`src/rtl/clk_tree_pkg.sv`:
```
package clk_tree_pkg;

  localparam int unsigned AUX_RATIO_W = 11;

  function automatic logic main_sel_ok(input logic [2:0] code);
    return code < 3'd4;
  endfunction

  function automatic logic aux_sel_ok(input logic [1:0] code);
    return code != 2'd3;
  endfunction

  function automatic logic aux_div_ok(input logic [3:0] code);
    return code < 4'd14;
  endfunction

  function automatic logic [AUX_RATIO_W-1:0] aux_ratio(input logic [3:0] code);
    logic [AUX_RATIO_W-1:0] r;
    unique case (code)
      4'd0:    r = 11'd1;
      4'd1:    r = 11'd16;
      4'd2:    r = 11'd32;
      4'd3:    r = 11'd64;
      4'd4:    r = 11'd128;
      4'd5:    r = 11'd256;
      4'd6:    r = 11'd384;
      4'd7:    r = 11'd512;
      4'd8:    r = 11'd768;
      4'd9:    r = 11'd1024;
      4'd10:   r = 11'd108;
      4'd11:   r = 11'd338;
      4'd12:   r = 11'd414;
      4'd13:   r = 11'd640;
      default: r = 11'd1;
    endcase
    return r;
  endfunction

endpackage

```
`src/rtl/cfg_hold.sv`:
```
// Keeps the last accepted value of a control field; reserved codes are dropped.
module cfg_hold #(
  parameter int unsigned W = 2,
  parameter logic [W-1:0] RST_VAL = '0
) (
  input  logic         clk_i,
  input  logic         rst_ni,
  input  logic [W-1:0] d_i,
  input  logic         ok_i,
  output logic [W-1:0] q_o
);

  always_ff @(posedge clk_i or negedge rst_ni) begin
    if (!rst_ni)   q_o <= RST_VAL;
    else if (ok_i) q_o <= d_i;
  end

  p_reserved_hold_r8: assert property (@(posedge clk_i) disable iff (!rst_ni)
    !ok_i |=> $stable(q_o));

endmodule

```
`src/rtl/clk_div_unit.sv`:
```
// Source-select plus modulo counter; config adopted only at period boundaries.
module clk_div_unit #(
  parameter int unsigned NSRC  = 4,
  parameter int unsigned CNT_W = 7,
  localparam int unsigned SEL_W = (NSRC > 1) ? $clog2(NSRC) : 1,
  localparam int unsigned PAD_N = 1 << SEL_W
) (
  input  logic             clk_i,
  input  logic             rst_ni,
  input  logic [NSRC-1:0]  src_i,
  input  logic [SEL_W-1:0] sel_i,
  input  logic [CNT_W-1:0] term_i,
  output logic             tick_o
);

  logic [PAD_N-1:0] src_pad;
  logic [SEL_W-1:0] act_sel;
  logic [CNT_W-1:0] act_term;
  logic [CNT_W-1:0] cnt;
  logic             src_now;
  logic             wrap;

  generate
    if (PAD_N > NSRC) begin : g_pad
      assign src_pad = {{(PAD_N-NSRC){1'b0}}, src_i};
    end else begin : g_nopad
      assign src_pad = src_i;
    end
  endgenerate

  assign src_now = src_pad[act_sel];
  assign wrap    = src_now && (cnt >= act_term);

  always_ff @(posedge clk_i or negedge rst_ni) begin
    if (!rst_ni) begin
      cnt      <= '0;
      act_sel  <= '0;
      act_term <= '0;
      tick_o   <= 1'b0;
    end else begin
      tick_o <= wrap;
      if (wrap) begin
        cnt      <= '0;
        act_sel  <= sel_i;
        act_term <= term_i;
      end else if (src_now) begin
        cnt <= cnt + 1'b1;
      end else if (cnt == '0) begin
        act_sel  <= sel_i;
        act_term <= term_i;
      end
    end
  end

  p_tick_from_src_r10: assert property (@(posedge clk_i) disable iff (!rst_ni)
    tick_o |-> $past(|src_i));

  p_cfg_at_boundary_r9: assert property (@(posedge clk_i) disable iff (!rst_ni)
    !$stable(act_term) |-> (tick_o || $past(cnt) == '0));

  p_sel_at_boundary_r9: assert property (@(posedge clk_i) disable iff (!rst_ni)
    !$stable(act_sel) |-> (tick_o || $past(cnt) == '0));

endmodule

```
`src/rtl/clk_tree_gen.sv`:
```
module clk_tree_gen
  import clk_tree_pkg::*;
#(
  parameter int unsigned MAIN_CODE_W = 3,
  parameter int unsigned SUB_CODE_W  = 2,
  parameter int unsigned AUX_CNT_W   = 10,
  localparam int unsigned MAIN_CNT_W = (1 << MAIN_CODE_W) - 1,
  localparam int unsigned SUB_CNT_W  = (1 << SUB_CODE_W) - 1
) (
  input  logic                   clk_i,
  input  logic                   rst_ni,
  input  logic                   loop_tick_i,
  input  logic                   ref32_tick_i,
  input  logic                   xtal_tick_i,
  input  logic                   lf10_tick_i,
  input  logic [2:0]             main_sel_i,
  input  logic [MAIN_CODE_W-1:0] main_div_i,
  input  logic [SUB_CODE_W-1:0]  sub_div_i,
  input  logic                   sub_off_i,
  input  logic [1:0]             aux_sel_i,
  input  logic [3:0]             aux_div_i,
  input  logic                   xtal_fault_i,
  input  logic                   fault_off_i,
  output logic                   main_tick_o,
  output logic                   sub_tick_o,
  output logic                   aux_tick_o
);

  localparam logic [MAIN_CNT_W:0] MAIN_ONE = 1;
  localparam logic [SUB_CNT_W:0]  SUB_ONE  = 1;

  logic [2:0]             main_sel_q;
  logic [1:0]             aux_sel_q;
  logic [3:0]             aux_div_q;
  logic [MAIN_CNT_W:0]    main_pow;
  logic [MAIN_CNT_W-1:0]  main_term;
  logic [SUB_CNT_W:0]     sub_pow;
  logic [SUB_CNT_W-1:0]   sub_term;
  logic [AUX_RATIO_W-1:0] aux_ratio_w;
  logic [AUX_RATIO_W-1:0] aux_term_w;
  logic [AUX_CNT_W-1:0]   aux_term;
  logic [3:0]             main_src;
  logic [2:0]             aux_src;
  logic                   xtal_redirect;
  logic                   sub_raw;

  cfg_hold #(.W(3), .RST_VAL(3'd0)) u_main_sel (
    .clk_i, .rst_ni, .d_i(main_sel_i), .ok_i(main_sel_ok(main_sel_i)), .q_o(main_sel_q)
  );
  cfg_hold #(.W(2), .RST_VAL(2'd0)) u_aux_sel (
    .clk_i, .rst_ni, .d_i(aux_sel_i), .ok_i(aux_sel_ok(aux_sel_i)), .q_o(aux_sel_q)
  );
  cfg_hold #(.W(4), .RST_VAL(4'd0)) u_aux_div (
    .clk_i, .rst_ni, .d_i(aux_div_i), .ok_i(aux_div_ok(aux_div_i)), .q_o(aux_div_q)
  );

  // power-of-two terminal counts: 2^code - 1
  assign main_pow  = MAIN_ONE << main_div_i;
  assign main_term = main_pow[MAIN_CNT_W-1:0] - 1'b1;
  assign sub_pow   = SUB_ONE << sub_div_i;
  assign sub_term  = sub_pow[SUB_CNT_W-1:0] - 1'b1;

  assign aux_ratio_w = aux_ratio(aux_div_q);
  assign aux_term_w  = aux_ratio_w - 1'b1;
  assign aux_term    = aux_term_w[AUX_CNT_W-1:0];

  // fault redirect acts on the source line itself, no boundary wait
  assign xtal_redirect = xtal_fault_i && !fault_off_i;
  assign main_src = {lf10_tick_i, xtal_tick_i, ref32_tick_i, loop_tick_i};
  assign aux_src  = {lf10_tick_i, ref32_tick_i,
                     xtal_redirect ? ref32_tick_i : xtal_tick_i};

  clk_div_unit #(.NSRC(4), .CNT_W(MAIN_CNT_W)) u_main (
    .clk_i, .rst_ni, .src_i(main_src), .sel_i(main_sel_q[1:0]),
    .term_i(main_term), .tick_o(main_tick_o)
  );

  clk_div_unit #(.NSRC(1), .CNT_W(SUB_CNT_W)) u_sub (
    .clk_i, .rst_ni, .src_i(main_tick_o), .sel_i(1'b0),
    .term_i(sub_term), .tick_o(sub_raw)
  );

  clk_div_unit #(.NSRC(3), .CNT_W(AUX_CNT_W)) u_aux (
    .clk_i, .rst_ni, .src_i(aux_src), .sel_i(aux_sel_q),
    .term_i(aux_term), .tick_o(aux_tick_o)
  );

  assign sub_tick_o = sub_raw && !sub_off_i;

  p_sub_gated_r4: assert property (@(posedge clk_i) disable iff (!rst_ni)
    sub_off_i |-> !sub_tick_o);

  p_sub_after_main_r3: assert property (@(posedge clk_i) disable iff (!rst_ni)
    sub_tick_o |-> $past(main_tick_o));

  p_main_sel_valid_r1: assert property (@(posedge clk_i) disable iff (!rst_ni)
    main_sel_q < 3'd4);

endmodule

```
`config.mk`:
```
export PLATFORM = sky130hd
export DESIGN_NAME = clk_tree_gen
export DESIGN_NICKNAME = d
export VERILOG_FILES = /design/src/rtl/clk_tree_pkg.sv /design/src/rtl/cfg_hold.sv /design/src/rtl/clk_div_unit.sv /design/src/rtl/clk_tree_gen.sv
export SDC_FILE = /design/constraint.sdc
export NUM_CORES = 1
export LEC_CHECK = 0
export ABC_CLOCK_PERIOD_IN_PS = 3150
export BUFFER_PORTS_ARGS = -buffer_cell sky130_fd_sc_hd__buf_2
export CORE_MARGIN = 2
export CORE_UTILIZATION = 60
export CTS_CLUSTER_SIZE = 24
export DETAILED_ROUTE_END_ITERATION = 10
export GPL_ROUTABILITY_DRIVEN = 1
export PLACE_DENSITY = 0.88
export SYNTH_ARGS = -nofsm -noshare
export SYNTH_HDL_FRONTEND = slang
export SYNTH_SLANG_ARGS = --single-unit
```
`constraint.sdc`:
```
create_clock -name clk_i -period 3.15 [get_ports clk_i]
set_input_delay 0.63 -clock clk_i [delete_from_list [all_inputs] [get_ports clk_i]]
set_output_delay 0.63 -clock clk_i [all_outputs]
set_load 0.01 [all_outputs]
```
### After elaboration in Yosys (flattened, before gate mapping)

Memory sizes are Yosys's and may differ from the RTL's.
Cells that the tools add are included.

| operators by class | value |
|---|---|
| add/subtract/negate cells | 6 |
| $mul | 0 |
| divide/modulo/power cells | 0 |
| $lt $le $gt $ge | 8 |
| equality and inequality tests | 4 |
| shift operators | 2 |
| mux-type cells | 31 |
| bitwise gates (word level) | 0 |
| reductions and logical operators | 19 |

Operators with widths:

| kind | number |
|---|---|
| 10-bit two-way mux | 5 |
| 7-bit two-way mux | 5 |
| 3-bit two-way mux | 5 |
| 2-bit two-way mux | 6 |
| 2-bit nonzero test | 6 |
| 10-bit by 1-bit adder with 10-bit output (second input constant) | 1 |
| 10-bit greater-or-equal comparator | 1 |
| 10-bit zero test | 1 |
| 10-bit by 1-bit subtractor with 10-bit output (second input constant) | 1 |
| 1-bit two-way mux | 8 |
| 2-bit != test (second input constant) | 4 |
| 7-bit by 1-bit adder with 7-bit output (second input constant) | 1 |
| 7-bit greater-or-equal comparator | 1 |
| 7-bit zero test | 1 |
| 1-bit by 3-bit left shift with 7-bit output (first input constant) | 1 |
| 7-bit by 1-bit subtractor with 7-bit output (second input constant) | 1 |
| 2-bit by 3-bit less-than comparator with 1-bit output (second input constant) | 2 |
| 2-bit AND reduction | 3 |
| 1-bit logical AND | 5 |
| 1-bit binary-select mux with 2-bit select | 2 |
| 4-bit less-than comparator (second input constant) | 1 |
| 3-bit by 1-bit adder with 3-bit output (second input constant) | 1 |
| 3-bit greater-or-equal comparator | 1 |
| 3-bit zero test | 1 |
| other kinds (5) | 6 |

| storage, ports and cells | value |
|---|---|
| flip-flop bits (word level) | 56 |
| bits in latches | 0 |
| RAM bits | 0 |
| bits in read-only memories | 176 |
| output and inout port bits | 3 |
| memories kept | 1 |

Memory list:

| name | words | bits a word | read ports | clocked after Yosys merged registers in | wr ports | RTL line | source |
|---|---|---|---|---|---|---|---|
| (name not given) | 16 | 11 | 1 | 0 | 0 | clk_tree_pkg.sv:19 | `unique case (code)` |

### Logic depth before layout (Yosys ltp)

| depth | value |
|---|---|
| word-level depth | 8 |
| gate-level depth with buffers | 10 |

### Cells and area by module

Synthesis repeated with hierarchy kept, for this count alone.

| second synthesis, totals | value |
|---|---|
| cells, all modules | 414 |
| area, all modules | 4201.5 um^2 |

By module, submodules not included:

| module | instances | cells each | area an instance (um^2) | sequential area each (um^2) |
|---|---|---|---|---|
| clk_div_unit (u_aux) | 1 | 131 | 1427.6 | 575.6 |
| clk_div_unit (u_main) | 1 | 138 | 1351.3 | 425.4 |
| clk_tree_gen | 1 | 84 | 613.1 | 0.0 |
| clk_div_unit (u_sub) | 1 | 43 | 483.0 | 200.2 |
| cfg_hold (u_aux_div) | 1 | 8 | 145.1 | 100.1 |
| cfg_hold (u_main_sel) | 1 | 6 | 108.9 | 75.1 |
| cfg_hold (u_aux_sel) | 1 | 4 | 72.6 | 50.0 |

### Worst setup path after synthesis

Ideal clock, no wire load.

| timing | value |
|---|---|
| path type | reg-to-reg |
| from | reg u_aux.cnt[7] |
| to | reg u_aux.act_sel[0] |
| setup time | 0.125 ns |
| arrival | 2.239 ns |
| data required time | 3.025 ns |
| setup slack | 0.786 ns |
| stages on the path, launching flop included | 10 |
| buffers on the path | 2 |
| clock period less this slack | 2.364 ns |
| cells stage by stage | dfrtp_1 > ha_1 > a21oi_2 > nor2_1 > a2111o_1 > or2_1 > buf_6 > a21oi_4 > buf_12 > mux2_4 |

| between the ends | value |
|---|---|
| longest elaborated chain between the ends | 4 |
| elaborated cells on any way between the ends | 7 |

Ends and longest elaborated chain:

| what | RTL line | source |
|---|---|---|
| from (decl) | clk_div_unit.sv:19 | `logic [CNT_W-1:0] cnt;` |
| from (signal assigned) | clk_div_unit.sv:47 | `cnt <= cnt + 1'b1;` |
| 10-bit greater-or-equal comparator | clk_div_unit.sv:32 | `assign wrap = src_now && (cnt >= act_term);` |
| 1-bit logical AND | clk_div_unit.sv:32 |  |
| 2-bit != test (no source line) / 2-bit nonzero test (equally long branches) | n/a |  |
| 2-bit AND reduction (no source line) | n/a |  |
| to (signal assigned) | clk_div_unit.sv:44 | `act_sel <= sel_i;` |
| to (signal assigned) | clk_div_unit.sv:49 | `act_sel <= sel_i;` |
| to (decl) | clk_div_unit.sv:17 | `logic [SEL_W-1:0] act_sel;` |

Parallel ways exist; a longest one is shown, timed or not.
A chain may end at the register's enable or synchronous reset.

### Final worst setup path

| timing | value |
|---|---|
| from | reg u_aux.cnt[7] |
| to | reg u_aux.act_term[8] |

| between the ends | value |
|---|---|
| longest elaborated chain between the ends | 4 |
| elaborated cells on any way between the ends | 7 |

Ends and longest elaborated chain:

| what | RTL line | source |
|---|---|---|
| 10-bit greater-or-equal comparator | clk_div_unit.sv:32 |  |
| 1-bit logical AND | clk_div_unit.sv:32 |  |
| 2-bit != test (no source line) / 2-bit nonzero test (equally long branches) | n/a |  |
| 2-bit AND reduction (no source line) | n/a |  |
| to (signal assigned) | clk_div_unit.sv:45 | `act_term <= term_i;` |
| to (signal assigned) | clk_div_unit.sv:50 | `act_term <= term_i;` |
| to (decl) | clk_div_unit.sv:18 | `logic [CNT_W-1:0] act_term;` |

Parallel ways exist; a longest one is shown, timed or not.

==> flow_summary.json <==
{
  "numCtsBuffers": 5,
  "cts.sinks": 55,
  "dieHeight_um": 79.0,
  "cp-startpoint": "u_aux.cnt[7]",
  "design.core.area_mm2": 0.00547,
  "avgSynthCellArea_um2": 10.3,
  "die_area_mm2": 0.00623,
  "htreeDepth": 2,
  "ir_worst_vdd_mv": 0.378,
  "powerDensity_mw_per_mm2": 799,
  "routed_via_density": 5.80,
  "slew_violations": 0,
  "grt_max_degree": 56,
  "track_usage_pct": 21.9,
  "cap_violations": 0,
  "die_x_um": 79.0,
  "synth-edff-count": 0,
  "drt_iter0_drc": 173,
  "initial_utilization_pct": 61.6,
  "synth_nets": 381,
  "crit_arrival_ns": 2.97,
  "grt_pass1_vias": 2499,
  "synth_flop_cell": "dfrtp_1",
  "drcViolationCount": 0,
  "num-nets-final": 407,
  "finalCriticalPeriod_ns": 2.75,
  "leakage_nw": 1.88,
  "setup_tns_ns": 0,
  "cp.required_ns": 3.37,
  "area_growth_pct": 8.17,
  "antenna_found_initial": 0,
  "fmax_ghz": 0.364,
  "wl_per_cell_um": 15.1,
  "rows": 27,
  "place_ws_ns": 0.413,
  "period_share_pct": 87.3,
  "ys_seq_elements": 55,
  "fin_skew_ns": 0.00629,
  "final_common_cell": "dfrtp_1",
  "first_pass_iters": 4,
  "cp-end-kind": "flop",
  "root_buffer": "clkbuf_8",
  "synth-seq-area-share_pct": 40.8,
  "rr_startpoint": "u_aux.cnt[7]",
  "crit_path_start_kind": "flop",
  "n_antenna_cell": 0,
  "drtAntennaViolNets": 0,
  "relSlewSlack_pct": 48.4,
  "fin_ws_ns": 0.401,
  "yosysWarnings": 0,
  "finalSetupViolCount": 0,
  "clk_latency_ns": 0.32,
  "drive_gt1_share_pct": 13.6,
  "status": "finished, final reports clean",
  "place_congestion": 0.912,
  "path_class": "flop to flop",
  "grt_pass1_wl_um": 10800,
  "routed_wl_um": 6410,
  "async_flop_share_pct": 100,
  "rsz0062_at_grt": "false",
  "holdBufCountCts": 0,
  "path_max_fanout": 12,
  "clk_pin_slew_ns": 0.11,
  "via_count": 2463,
  "ys_types": 52,
  "postSynthCellCount": 326,
  "port_buffers": 25,
  "hold_ws_ns": 0.417,
  "syn-cell-area_mm2": 0.00337,
  "most-common-layout-cells": "55 x dfrtp_1, 33 x inv_1, 32 x ha_1, 25 x buf_2, 21 x mux2i_1",
  "grt-ovfl-total": 0,
  "tightest_slew_ns": 0.771,
  "ctsResizeCount": 0,
  "place_hpwl_um": 4740,
  "pin_count": 26,
  "cts_tree": "built",
  "hold_path.class": "input port to async pin",
  "clk_path_buf_depth": 2,
  "fillers": 429,
  "finalHoldViolCount": 0,
  "post-cts-setup-buffer-count": 0
}
metrics by stage:
step,cell area [µm²],total power [mW],util [%],instances
after detailed placement,3550,2.47,64.8,417
after CTS,3650,2.92,66.6,425
after global placement,3550,2.37,64.8,417
after floorplan,3370,2.15,-,326
after global routing,3650,3.14,66.6,425
final,3650,2.91,66.6,425
layout make-up:
type | count | area, µm² | share of cell area (%)
multi-input combinational | 230 | 1820 | 49.8
clock buffer | 5 | 68.8 | 1.89
sequential | 55 | 1380 | 37.7
clock inverter | 3 | 31.3 | 0.858
timing repair buffer | 27 | 140 | 3.84
tap | 72 | 90.1 | 2.47
inverter | 33 | 124 | 3.40
registers in the layout, indices dropped and copies added, names as in the netlist, 3 cells and up:
| signal | cells |
|---|---|
| u_main.act_term | 7 |
| u_aux_div.q_o | 4 |
| u_sub.act_term | 3 |
| u_aux.act_term | 10 |
| u_main.cnt | 7 |
| u_aux.cnt | 10 |
| u_sub.cnt | 3 |
where the power goes:
part	switching [mW]	internal (mW)	total [mW]
combinational	0.730	0.613	1.34
clock	0.258	0.171	0.429
sequential	0.194	0.946	1.14
total	1.18	1.73	2.91
layer usage:
metal / wire length (µm) / global-route usage [%] / vias to the layer above
met5: 0 / 0 / -
met4: 74 / 6.72 / 0
met3: 261 / 3.98 / 7
met2: 3270 / 38.8 / 53
met1: 2800 / 27.3 / 1193
li1: - / - / 1210
cell usage after synthesis, types with 2 or more instances:
master | n | area share, %
nor2b_1 | 15 | 2.8
mux2i_1 | 21 | 6.2
and3_1 | 10 | 1.9
o21ai_1 | 8 | 1.2
a22o_1 | 12 | 3.1
a21o_1 | 5 | 1.1
mux2_2 | 4 | 1.3
o31a_1 | 2 | 0.52
o22ai_1 | 2 | 0.37
nand2_1 | 19 | 2.1
nand3_1 | 4 | 0.59
dfrtp_1 | 55 | 41
nor4_1 | 2 | 0.37
mux2_1 | 7 | 2.3
o31ai_1 | 2 | 0.45
a211oi_1 | 2 | 0.45
a21oi_1 | 8 | 1.2
nor2_1 | 13 | 1.4
inv_1 | 33 | 3.7
and2_1 | 5 | 0.93
ha_1 | 32 | 12
o21ai_0 | 13 | 1.9
nor3_1 | 3 | 0.45
a21oi_4 | 2 | 0.97
mux2_4 | 3 | 1.3
o21a_1 | 5 | 1.1
a31oi_1 | 2 | 0.37
xnor2_1 | 5 | 1.3
a21boi_0 | 2 | 0.45
nand2b_1 | 3 | 0.56
clkbuf_1 | 4 | 0.45
nand4_1 | 3 | 0.56
kinds of logic (layout without fill, tap and decap cells):
logic type,count (synthesis),in the layout,synth area share [%]
mux,36,36,11.9
simple gates,84,84,13.5
compound gates,73,73,15.3
xor+xnor,5,5,1.30
fa+ha+maj,32,32,11.9
flops,55,55,40.8
buf+inv,41,68,5.31
worst paths after layout:
path | end | slack [ns] | cells after the start
worst min-delay path | u_aux.tick_o | 0.42 | 2
worst min register to register | u_main.act_sel[1] | 0.50 | 1
max in group asynchronous | u_main.cnt[4] | 2.29 | 2
min in group clk_i | u_main.act_sel[1] | 0.50 | 1
worst max register to register | u_aux.act_term[8] | 0.40 | 7
worst max-delay path | u_aux.act_term[8] | 0.40 | 7
worst max-delay path, cell delays in order (launching register included):
cell      delay, ns
dfrtp_1        0.45
ha_1           0.36
a21oi_2        0.16
nor2_1         0.07
a2111o_1       0.36
or2_1          0.37
a21oi_4        0.49
mux2_2         0.39
(Power assumes the default switching activity.)
